**src/rtl/lcd_rt_pkg.sv**
```systemverilog
package lcd_rt_pkg;
   localparam int ADDR_W = 4;

   localparam logic [ADDR_W-1:0] RA_CMD   = 4'd0;
   localparam logic [ADDR_W-1:0] RA_CFG   = 4'd1;
   localparam logic [ADDR_W-1:0] RA_TOTAL = 4'd2;
   localparam logic [ADDR_W-1:0] RA_HSW   = 4'd3;
   localparam logic [ADDR_W-1:0] RA_VSW   = 4'd4;
   localparam logic [ADDR_W-1:0] RA_HACT  = 4'd5;
   localparam logic [ADDR_W-1:0] RA_VACT  = 4'd6;
   localparam int                RA_AUX0  = 7;

   // command register bit positions
   localparam int CMD_START = 0;
   localparam int CMD_STOP  = 1;
   localparam int CMD_HALT  = 2;
endpackage

```
**src/rtl/lcd_rt_regs.sv**
```systemverilog
module lcd_rt_regs import lcd_rt_pkg::*; #(
   parameter int CW        = 16,
   parameter int NAUX      = 4,
   parameter bit SERIAL_EN = 1'b1,
   parameter int DEF_HTOT  = 16,
   parameter int DEF_VTOT  = 4
) (
   input  logic                      clk,
   input  logic                      rst_n,
   input  logic                      wr_en,
   input  logic [ADDR_W-1:0]         wr_addr,
   input  logic [2*CW-1:0]           wr_data,
   input  logic                      load,
   output logic [CW-1:0]             htot,
   output logic [CW-1:0]             vtot,
   output logic [CW-1:0]             hsw,
   output logic [CW-1:0]             vsw,
   output logic [CW-1:0]             hs,
   output logic [CW-1:0]             he,
   output logic [CW-1:0]             vs,
   output logic [CW-1:0]             ve,
   output logic [NAUX-1:0][CW-1:0]   aux_s,
   output logic [NAUX-1:0][CW-1:0]   aux_e,
   output logic                      serial,
   output logic [NAUX-1:0]           pol
);
   localparam int DW = 2*CW;

   logic [CW-1:0]   st_htot, st_vtot, st_hsw, st_vsw, st_hs, st_he, st_vs, st_ve;
   logic [NAUX-1:0] st_pol;

   always_ff @(posedge clk or negedge rst_n) begin
      if (!rst_n) begin
         st_htot <= CW'(DEF_HTOT);
         st_vtot <= CW'(DEF_VTOT);
         st_hsw  <= '0;
         st_vsw  <= '0;
         st_hs   <= '0;
         st_he   <= '0;
         st_vs   <= '0;
         st_ve   <= '0;
         st_pol  <= '1;
      end else if (wr_en) begin
         case (wr_addr)
            RA_CFG:   st_pol <= wr_data[NAUX:1];
            RA_TOTAL: begin st_htot <= wr_data[DW-1:CW]; st_vtot <= wr_data[CW-1:0]; end
            RA_HSW:   st_hsw <= wr_data[CW-1:0];
            RA_VSW:   st_vsw <= wr_data[CW-1:0];
            RA_HACT:  begin st_hs <= wr_data[DW-1:CW]; st_he <= wr_data[CW-1:0]; end
            RA_VACT:  begin st_vs <= wr_data[DW-1:CW]; st_ve <= wr_data[CW-1:0]; end
            default:  ;
         endcase
      end
   end

   always_ff @(posedge clk or negedge rst_n) begin
      if (!rst_n) begin
         htot <= CW'(DEF_HTOT);
         vtot <= CW'(DEF_VTOT);
         hsw  <= '0;
         vsw  <= '0;
         hs   <= '0;
         he   <= '0;
         vs   <= '0;
         ve   <= '0;
         pol  <= '1;
      end else if (load) begin
         htot <= st_htot;
         vtot <= st_vtot;
         hsw  <= st_hsw;
         vsw  <= st_vsw;
         hs   <= st_hs;
         he   <= st_he;
         vs   <= st_vs;
         ve   <= st_ve;
         pol  <= st_pol;
      end
   end

   generate
      if (SERIAL_EN) begin : g_serial
         logic st_ser, ac_ser;
         always_ff @(posedge clk or negedge rst_n) begin
            if (!rst_n)                          st_ser <= 1'b0;
            else if (wr_en && wr_addr == RA_CFG) st_ser <= wr_data[0];
         end
         always_ff @(posedge clk or negedge rst_n) begin
            if (!rst_n)    ac_ser <= 1'b0;
            else if (load) ac_ser <= st_ser;
         end
         assign serial = ac_ser;
      end else begin : g_parallel
         assign serial = 1'b0;
      end
   endgenerate

   for (genvar i = 0; i < NAUX; i++) begin : g_aux
      localparam logic [ADDR_W-1:0] MY_ADDR = ADDR_W'(RA_AUX0 + i);
      logic [CW-1:0] st_s, st_e, ac_s, ac_e;
      always_ff @(posedge clk or negedge rst_n) begin
         if (!rst_n) begin
            st_s <= '0;
            st_e <= '0;
         end else if (wr_en && wr_addr == MY_ADDR) begin
            st_s <= wr_data[DW-1:CW];
            st_e <= wr_data[CW-1:0];
         end
      end
      always_ff @(posedge clk or negedge rst_n) begin
         if (!rst_n) begin
            ac_s <= '0;
            ac_e <= '0;
         end else if (load) begin
            ac_s <= st_s;
            ac_e <= st_e;
         end
      end
      assign aux_s[i] = ac_s;
      assign aux_e[i] = ac_e;
   end
endmodule

```
**src/rtl/lcd_rt_counter.sv**
```systemverilog
module lcd_rt_counter #(
   parameter int CW = 16
) (
   input  logic          clk,
   input  logic          rst_n,
   input  logic          cmd_start,
   input  logic          cmd_stop,
   input  logic          cmd_halt,
   input  logic [CW-1:0] htot,
   input  logic [CW-1:0] vtot,
   output logic          running,
   output logic [CW-1:0] h_cnt,
   output logic [CW-1:0] v_cnt,
   output logic          frame_wrap,
   output logic          load
);
   logic stop_pend;
   logic h_last, v_last;

   assign h_last     = (h_cnt == htot - 1'b1);
   assign v_last     = (v_cnt == vtot - 1'b1);
   assign frame_wrap = running && h_last && v_last;
   assign load       = !running || frame_wrap;

   always_ff @(posedge clk or negedge rst_n) begin
      if (!rst_n) begin
         running   <= 1'b0;
         stop_pend <= 1'b0;
         h_cnt     <= '0;
         v_cnt     <= '0;
      end else if (cmd_halt) begin
         running   <= 1'b0;
         stop_pend <= 1'b0;
         h_cnt     <= '0;
         v_cnt     <= '0;
      end else if (!running) begin
         stop_pend <= 1'b0;
         h_cnt     <= '0;
         v_cnt     <= '0;
         if (cmd_start) running <= 1'b1;
      end else if (frame_wrap && stop_pend) begin
         running   <= 1'b0;
         stop_pend <= 1'b0;
         h_cnt     <= '0;
         v_cnt     <= '0;
      end else begin
         if (cmd_stop) stop_pend <= 1'b1;
         if (h_last) begin
            h_cnt <= '0;
            v_cnt <= v_last ? '0 : v_cnt + 1'b1;
         end else begin
            h_cnt <= h_cnt + 1'b1;
         end
      end
   end
endmodule

```
**src/rtl/lcd_rt_window.sv**
```systemverilog
module lcd_rt_window #(
   parameter int CW = 16
) (
   input  logic [CW-1:0] pos,
   input  logic [CW-1:0] first,
   input  logic [CW-1:0] last,
   input  logic [CW-1:0] total,
   output logic          on
);
   logic [CW-1:0] spill;
   logic          in_fwd, in_spill;

   assign spill    = last - total;
   assign in_fwd   = (pos >= first) && (pos < last);
   assign in_spill = (last > total) && (pos < spill);
   assign on       = in_fwd || in_spill;
endmodule

```
**src/rtl/lcd_rt_pixpos.sv**
```systemverilog
module lcd_rt_pixpos #(
   parameter int CW = 16
) (
   input  logic          clk,
   input  logic          rst_n,
   input  logic          de,
   input  logic          line_start,
   input  logic          serial,
   output logic [CW-1:0] x,
   output logic [1:0]    chan
);
   logic [CW-1:0] px_q, cur_x;
   logic [1:0]    ch_q, cur_c;

   assign cur_x = line_start ? '0 : px_q;
   assign cur_c = line_start ? 2'd0 : ch_q;

   always_ff @(posedge clk or negedge rst_n) begin
      if (!rst_n) begin
         px_q <= '0;
         ch_q <= '0;
      end else if (de) begin
         if (serial && cur_c != 2'd2) begin
            ch_q <= cur_c + 2'd1;
            px_q <= cur_x;
         end else begin
            ch_q <= 2'd0;
            px_q <= cur_x + 1'b1;
         end
      end
   end

   assign x    = de ? cur_x : '0;
   assign chan = de ? cur_c : 2'd0;
endmodule

```
**src/rtl/lcd_raster_timer.sv**
```systemverilog
module lcd_raster_timer import lcd_rt_pkg::*; #(
   parameter int CW        = 16,
   parameter int NAUX      = 4,
   parameter bit SERIAL_EN = 1'b1,
   parameter int DEF_HTOT  = 16,
   parameter int DEF_VTOT  = 4
) (
   input  logic              clk,
   input  logic              rst_n,
   input  logic              wr_en,
   input  logic [ADDR_W-1:0] wr_addr,
   input  logic [2*CW-1:0]   wr_data,
   output logic              running,
   output logic              hsync,
   output logic              vsync,
   output logic              de,
   output logic [CW-1:0]     pix_x,
   output logic [CW-1:0]     pix_y,
   output logic [1:0]        chan,
   output logic [NAUX-1:0]   aux
);
   generate
      if (CW < 4) begin : g_bad_cw
         $error("lcd_raster_timer: CW must be at least 4");
      end
      if (NAUX < 1 || NAUX > 4) begin : g_bad_naux
         $error("lcd_raster_timer: NAUX must lie in 1..4");
      end
      if (DEF_HTOT < 1 || DEF_VTOT < 1) begin : g_bad_def
         $error("lcd_raster_timer: default totals must be nonzero");
      end
   endgenerate

   logic                    cmd_hit, halt, start, stop;
   logic                    frame_wrap, load;
   logic [CW-1:0]           h_cnt, v_cnt;
   logic [CW-1:0]           htot, vtot, hsw, vsw, hs, he, vs, ve;
   logic [NAUX-1:0][CW-1:0] aux_s, aux_e;
   logic [NAUX-1:0]         pol, aux_on;
   logic                    serial;
   logic                    h_win, v_win, line_start;

   assign cmd_hit = wr_en && (wr_addr == RA_CMD);
   assign halt    = cmd_hit && wr_data[CMD_HALT];
   assign start   = cmd_hit && wr_data[CMD_START];
   assign stop    = cmd_hit && wr_data[CMD_STOP];

   lcd_rt_regs #(
      .CW(CW), .NAUX(NAUX), .SERIAL_EN(SERIAL_EN),
      .DEF_HTOT(DEF_HTOT), .DEF_VTOT(DEF_VTOT)
   ) u_regs (
      .clk(clk), .rst_n(rst_n), .wr_en(wr_en), .wr_addr(wr_addr),
      .wr_data(wr_data), .load(load),
      .htot(htot), .vtot(vtot), .hsw(hsw), .vsw(vsw),
      .hs(hs), .he(he), .vs(vs), .ve(ve),
      .aux_s(aux_s), .aux_e(aux_e), .serial(serial), .pol(pol)
   );

   lcd_rt_counter #(.CW(CW)) u_cnt (
      .clk(clk), .rst_n(rst_n),
      .cmd_start(start), .cmd_stop(stop), .cmd_halt(halt),
      .htot(htot), .vtot(vtot),
      .running(running), .h_cnt(h_cnt), .v_cnt(v_cnt),
      .frame_wrap(frame_wrap), .load(load)
   );

   assign h_win      = (h_cnt >= hs) && (h_cnt < he);
   assign v_win      = (v_cnt >= vs) && (v_cnt < ve);
   assign de         = running && h_win && v_win;
   assign hsync      = running && (h_cnt < hsw);
   assign vsync      = running && (v_cnt < vsw);
   assign line_start = (h_cnt == hs);
   assign pix_y      = de ? (v_cnt - vs) : '0;

   lcd_rt_pixpos #(.CW(CW)) u_pix (
      .clk(clk), .rst_n(rst_n), .de(de), .line_start(line_start),
      .serial(serial), .x(pix_x), .chan(chan)
   );

   for (genvar i = 0; i < NAUX; i++) begin : g_strobe
      lcd_rt_window #(.CW(CW)) u_win (
         .pos(h_cnt), .first(aux_s[i]), .last(aux_e[i]),
         .total(htot), .on(aux_on[i])
      );
      assign aux[i] = running ? (pol[i] ? aux_on[i] : !aux_on[i]) : !pol[i];
   end
endmodule

```
**config.mk**
```make
export PLATFORM = sky130hd
export DESIGN_NAME = lcd_raster_timer
export DESIGN_NICKNAME = d
export VERILOG_FILES = /design/src/rtl/lcd_rt_pkg.sv /design/src/rtl/lcd_rt_regs.sv /design/src/rtl/lcd_rt_counter.sv /design/src/rtl/lcd_rt_window.sv /design/src/rtl/lcd_rt_pixpos.sv /design/src/rtl/lcd_raster_timer.sv
export SDC_FILE = /design/constraint.sdc
export NUM_CORES = 1
export LEC_CHECK = 0
export BUFFER_PORTS_ARGS = -buffer_cell sky130_fd_sc_hd__buf_4
export CAP_MARGIN = 0
export CORE_MARGIN = 2
export CORE_UTILIZATION = 48
export DETAILED_ROUTE_END_ITERATION = 10
export PLACE_DENSITY = 0.64
export SLEW_MARGIN = 20
export SYNTH_ARGS = -nofsm -noshare
export SYNTH_HDL_FRONTEND = slang
export SYNTH_SLANG_ARGS = --single-unit
```
**constraint.sdc**
```tcl
create_clock -name clk -period 6.1 [get_ports clk]
set_clock_uncertainty 0.15 [all_clocks]
set_input_delay 1.22 -clock clk [delete_from_list [all_inputs] [get_ports clk]]
set_output_delay 1.22 -clock clk [all_outputs]
set_load 0.1 [all_outputs]
```
==> results.ini <==
[status]
status=finished clean

[global_route]
grt_pass1_wl_um=139000
gr-usage-all-layers=0.255
gr-total-overflow=0
antenna_found_initial=1
first_global_vias=24100
grt_max_degree=154

[final_layout]
final_nets=3451
final-seq-area_um2=14400
syn2layout_area_growth_pct=14.2
multi_input_area_um2=17900
final_common_cell=dfrtp_1
final_cell_mix=dfrtp_1, ha_1, mux2_2, inv_1, mux2_1
fillers=5883
n_antenna_cell=0
final_area_um2=38000
layout-drive-gt1-share=0.222

[synthesis]
synth_area_um2=33300
synth_cells=2942
syn-num-nets=3332
ys_seq_area_frac=0.432
ys_ff_latch=574
synth_cell_types=73
synth_edf_count=0
synthFlopType=dfrtp_1
syn_avg_cell_area_um2=11.3
ys_warn_count=0
async_flop_share=1.00

[clocking]
cts_tree=yes
clkSinkCount=574
clockBufferDepth=3
cts-root-buf=clkbuf_16
ctsHtreeMaxLevel=3
cts_buffers=66
insertion_delay_ns=0.61
path_clk_slew_ns=0.06

[timing]
max-slew-margin-rel=0.313
fin_setup_tns_ns=0
setup_viol_count_final=0
report.final.slew_viol_count=0
fmax_mhz=167
fin_crit_ns=6.00
rsz0062_at_grt=yes
tightest_slew_ns=1.03
fin_crit_sh=0.983
final-hold-violation-count=0
hold_ws_ns=0.320

[critical_path]
r2r_slack_ns=1.36
worstPathMaxFanout=5
reg2reg_depth=11
arrival_ns=4.63
timing.rr.start=u_regs.htot[0]
r2r_end=u_regs.g_aux[1].ac_e[15]
worstPathRequired_ns=4.73
cp-start-kind=flop
criticalPathCategory=flop to output pin
endpoint_kind=output pin

[routing]
drtPass1Iterations=5
vias=23500
first_iter_violations=1275
avgRoutedWirePerCell_um=22.3
via_per_inst=5.80
drc=0
final_antenna_net_count=0
routed_wl_um=90100

[flow_run]
drv_cap=0

[power]
peakVddDrop_uv=400
power_density_nw_per_um2=422
p_total_w=0.0161
p_leak_nw=18.1

[floorplanning]
die_w_um=267
start_util=0.486
fp.coreArea_um2=68600
die_y_um=267
ioPinCount=81
die-area_um2=71500
rows=96

[min_path]
whs_path_depth=1
holdPathEnd=u_pix.px_q[15]
min_from=u_pix.px_q[15]
worstHoldPathType=flop to flop

[placed_design]
globalplace.congestion=0.910
dpl-instance-area_um2=35100
port_buffers=80
place_hpwl_um=61800

-- worst max-delay path, cell delays in order, from the launching register on --
cell	delay, ns
dfstp_2	0.55
clkinvlp_4	0.10
buf_12	0.15
ha_4	0.29
nand3_1	0.10
o21bai_2	0.22
nand3_1	0.08
o211ai_1	0.16
o31a_1	0.31
nand2b_1	0.08
a21oi_1	0.07
xor2_1	0.15
ha_1	0.33
a21o_1	0.18
a2bb2oi_2	0.13
nand4b_1	0.12
a21oi_2	0.15
nand2_1	0.06
o211ai_1	0.36
xnor2_2	0.19
buf_6	0.25
-- cell type report --
cell class / count / share of cell area
Multi-Input combinational cell: 2018 / 0.470
Sequential cell: 574 / 0.378
Clock buffer: 87 / 0.0495
Timing Repair Buffer: 144 / 0.0330
Tap cell: 931 / 0.0306
Inverter: 257 / 0.0259
Clock inverter: 33 / 0.0132
-- synth_stat cells (8+ instances only) --
cell,instances,area share
o21a_1,28,0.0063
clkbuf_1,54,0.0061
nor2_1,115,0.013
nand2_1,79,0.0089
buf_6,19,0.0064
a21oi_1,118,0.018
xnor2_1,59,0.016
a2111oi_0,13,0.0034
a211oi_1,14,0.0032
a31oi_1,13,0.0024
dfrtp_1,562,0.42
dfstp_2,12,0.0095
o21ai_0,106,0.016
a311oi_1,8,0.0021
mux2_1,190,0.064
nor4_1,22,0.0041
and2_1,13,0.0024
nand3_1,45,0.0068
or3_1,18,0.0034
o211ai_1,19,0.0043
o31ai_1,14,0.0032
mux2_2,332,0.11
nand3b_1,10,0.0023
nand4b_1,8,0.0021
a21o_1,65,0.015
o2111ai_1,9,0.0024
nor3_1,47,0.0071
buf_2,9,0.0014
xor2_1,67,0.018
buf_1,9,0.0010
nand4_1,40,0.0075
nand2b_1,29,0.0054
inv_1,257,0.029
a32o_1,13,0.0039
nor2b_1,28,0.0053
ha_1,346,0.13
and3_1,48,0.0090
nor3b_1,17,0.0038
-- layer usage --
layer	vias to the layer above	track usage	routed length (um)
li1	10800	-	-
met1	11900	0.351	41300
met2	519	0.416	41900
met3	166	0.0331	3670
met4	0	0.0917	3220
met5	-	0	0
-- registers in the layout, indices dropped and copies added, names as in the netlist, 64 cells and up --
| name | count |
|---|---|
| u_regs.g_aux.ac_s | 64 |
| u_regs.g_aux.st_s | 64 |
| u_regs.g_aux.ac_e | 64 |
| u_regs.g_aux.st_e | 64 |
-- cell families (layout without fill, tap and decap cells) --
logic type,count (synthesis),count (layout),synth area share
flip-flops,574,574,0.432
AND/OR/NAND/NOR,539,539,0.0863
AO/OA/AOI/OAI,479,479,0.0947
XOR/XNOR,126,126,0.0331
multiplexers,523,523,0.177
adder cells (fa/ha/maj),351,351,0.133
buffers and inverters,350,521,0.0443
-- how the worst max path moves through the flow --
stage,startpoint,to,depth (start not counted)
floorplan,u_cnt.h_cnt[11],pix_y[9],10
global placement,u_regs.htot[4],aux[0],17
detailed placement,u_regs.htot[4],aux[2],18
CTS,u_regs.htot[8],aux[0],15
global route,u_regs.htot[4],aux[3],20
finish,u_regs.htot[4],aux[3],20
-- timing repair --
item | 4_1_cts | 5_1_grt
gates resized for setup | 44 | 56
gates cloned | 0 | 0
buffers inserted | 9 | 9
endpoints found under the setup margin | 4 | 4
hold buffers | 0 | 0
pin swaps | 25 | 33
-- through the flow --
| step | setup slack (ns) | instances | utilization |
|---|---|---|---|
| 2_1_floorplan | 0.166 | 2942 | - |
| 3_3_place_gp | 0.312 | 3905 | 0.511 |
| 3_5_place_dp | 0.226 | 3905 | 0.511 |
| 4_1_cts | -0.00720 | 4034 | 0.550 |
| 5_1_grt | -0.108 | 4044 | 0.555 |
| 6_report | 0.104 | 4044 | 0.555 |
-- power by group --
part | switching, W | internal, W | total (W)
combinational | 0.00341 | 0.00287 | 0.00628
clock | 0.00165 | 0.00266 | 0.00430
sequential | 0.000667 | 0.00482 | 0.00548
(Power assumes the default switching activity.)
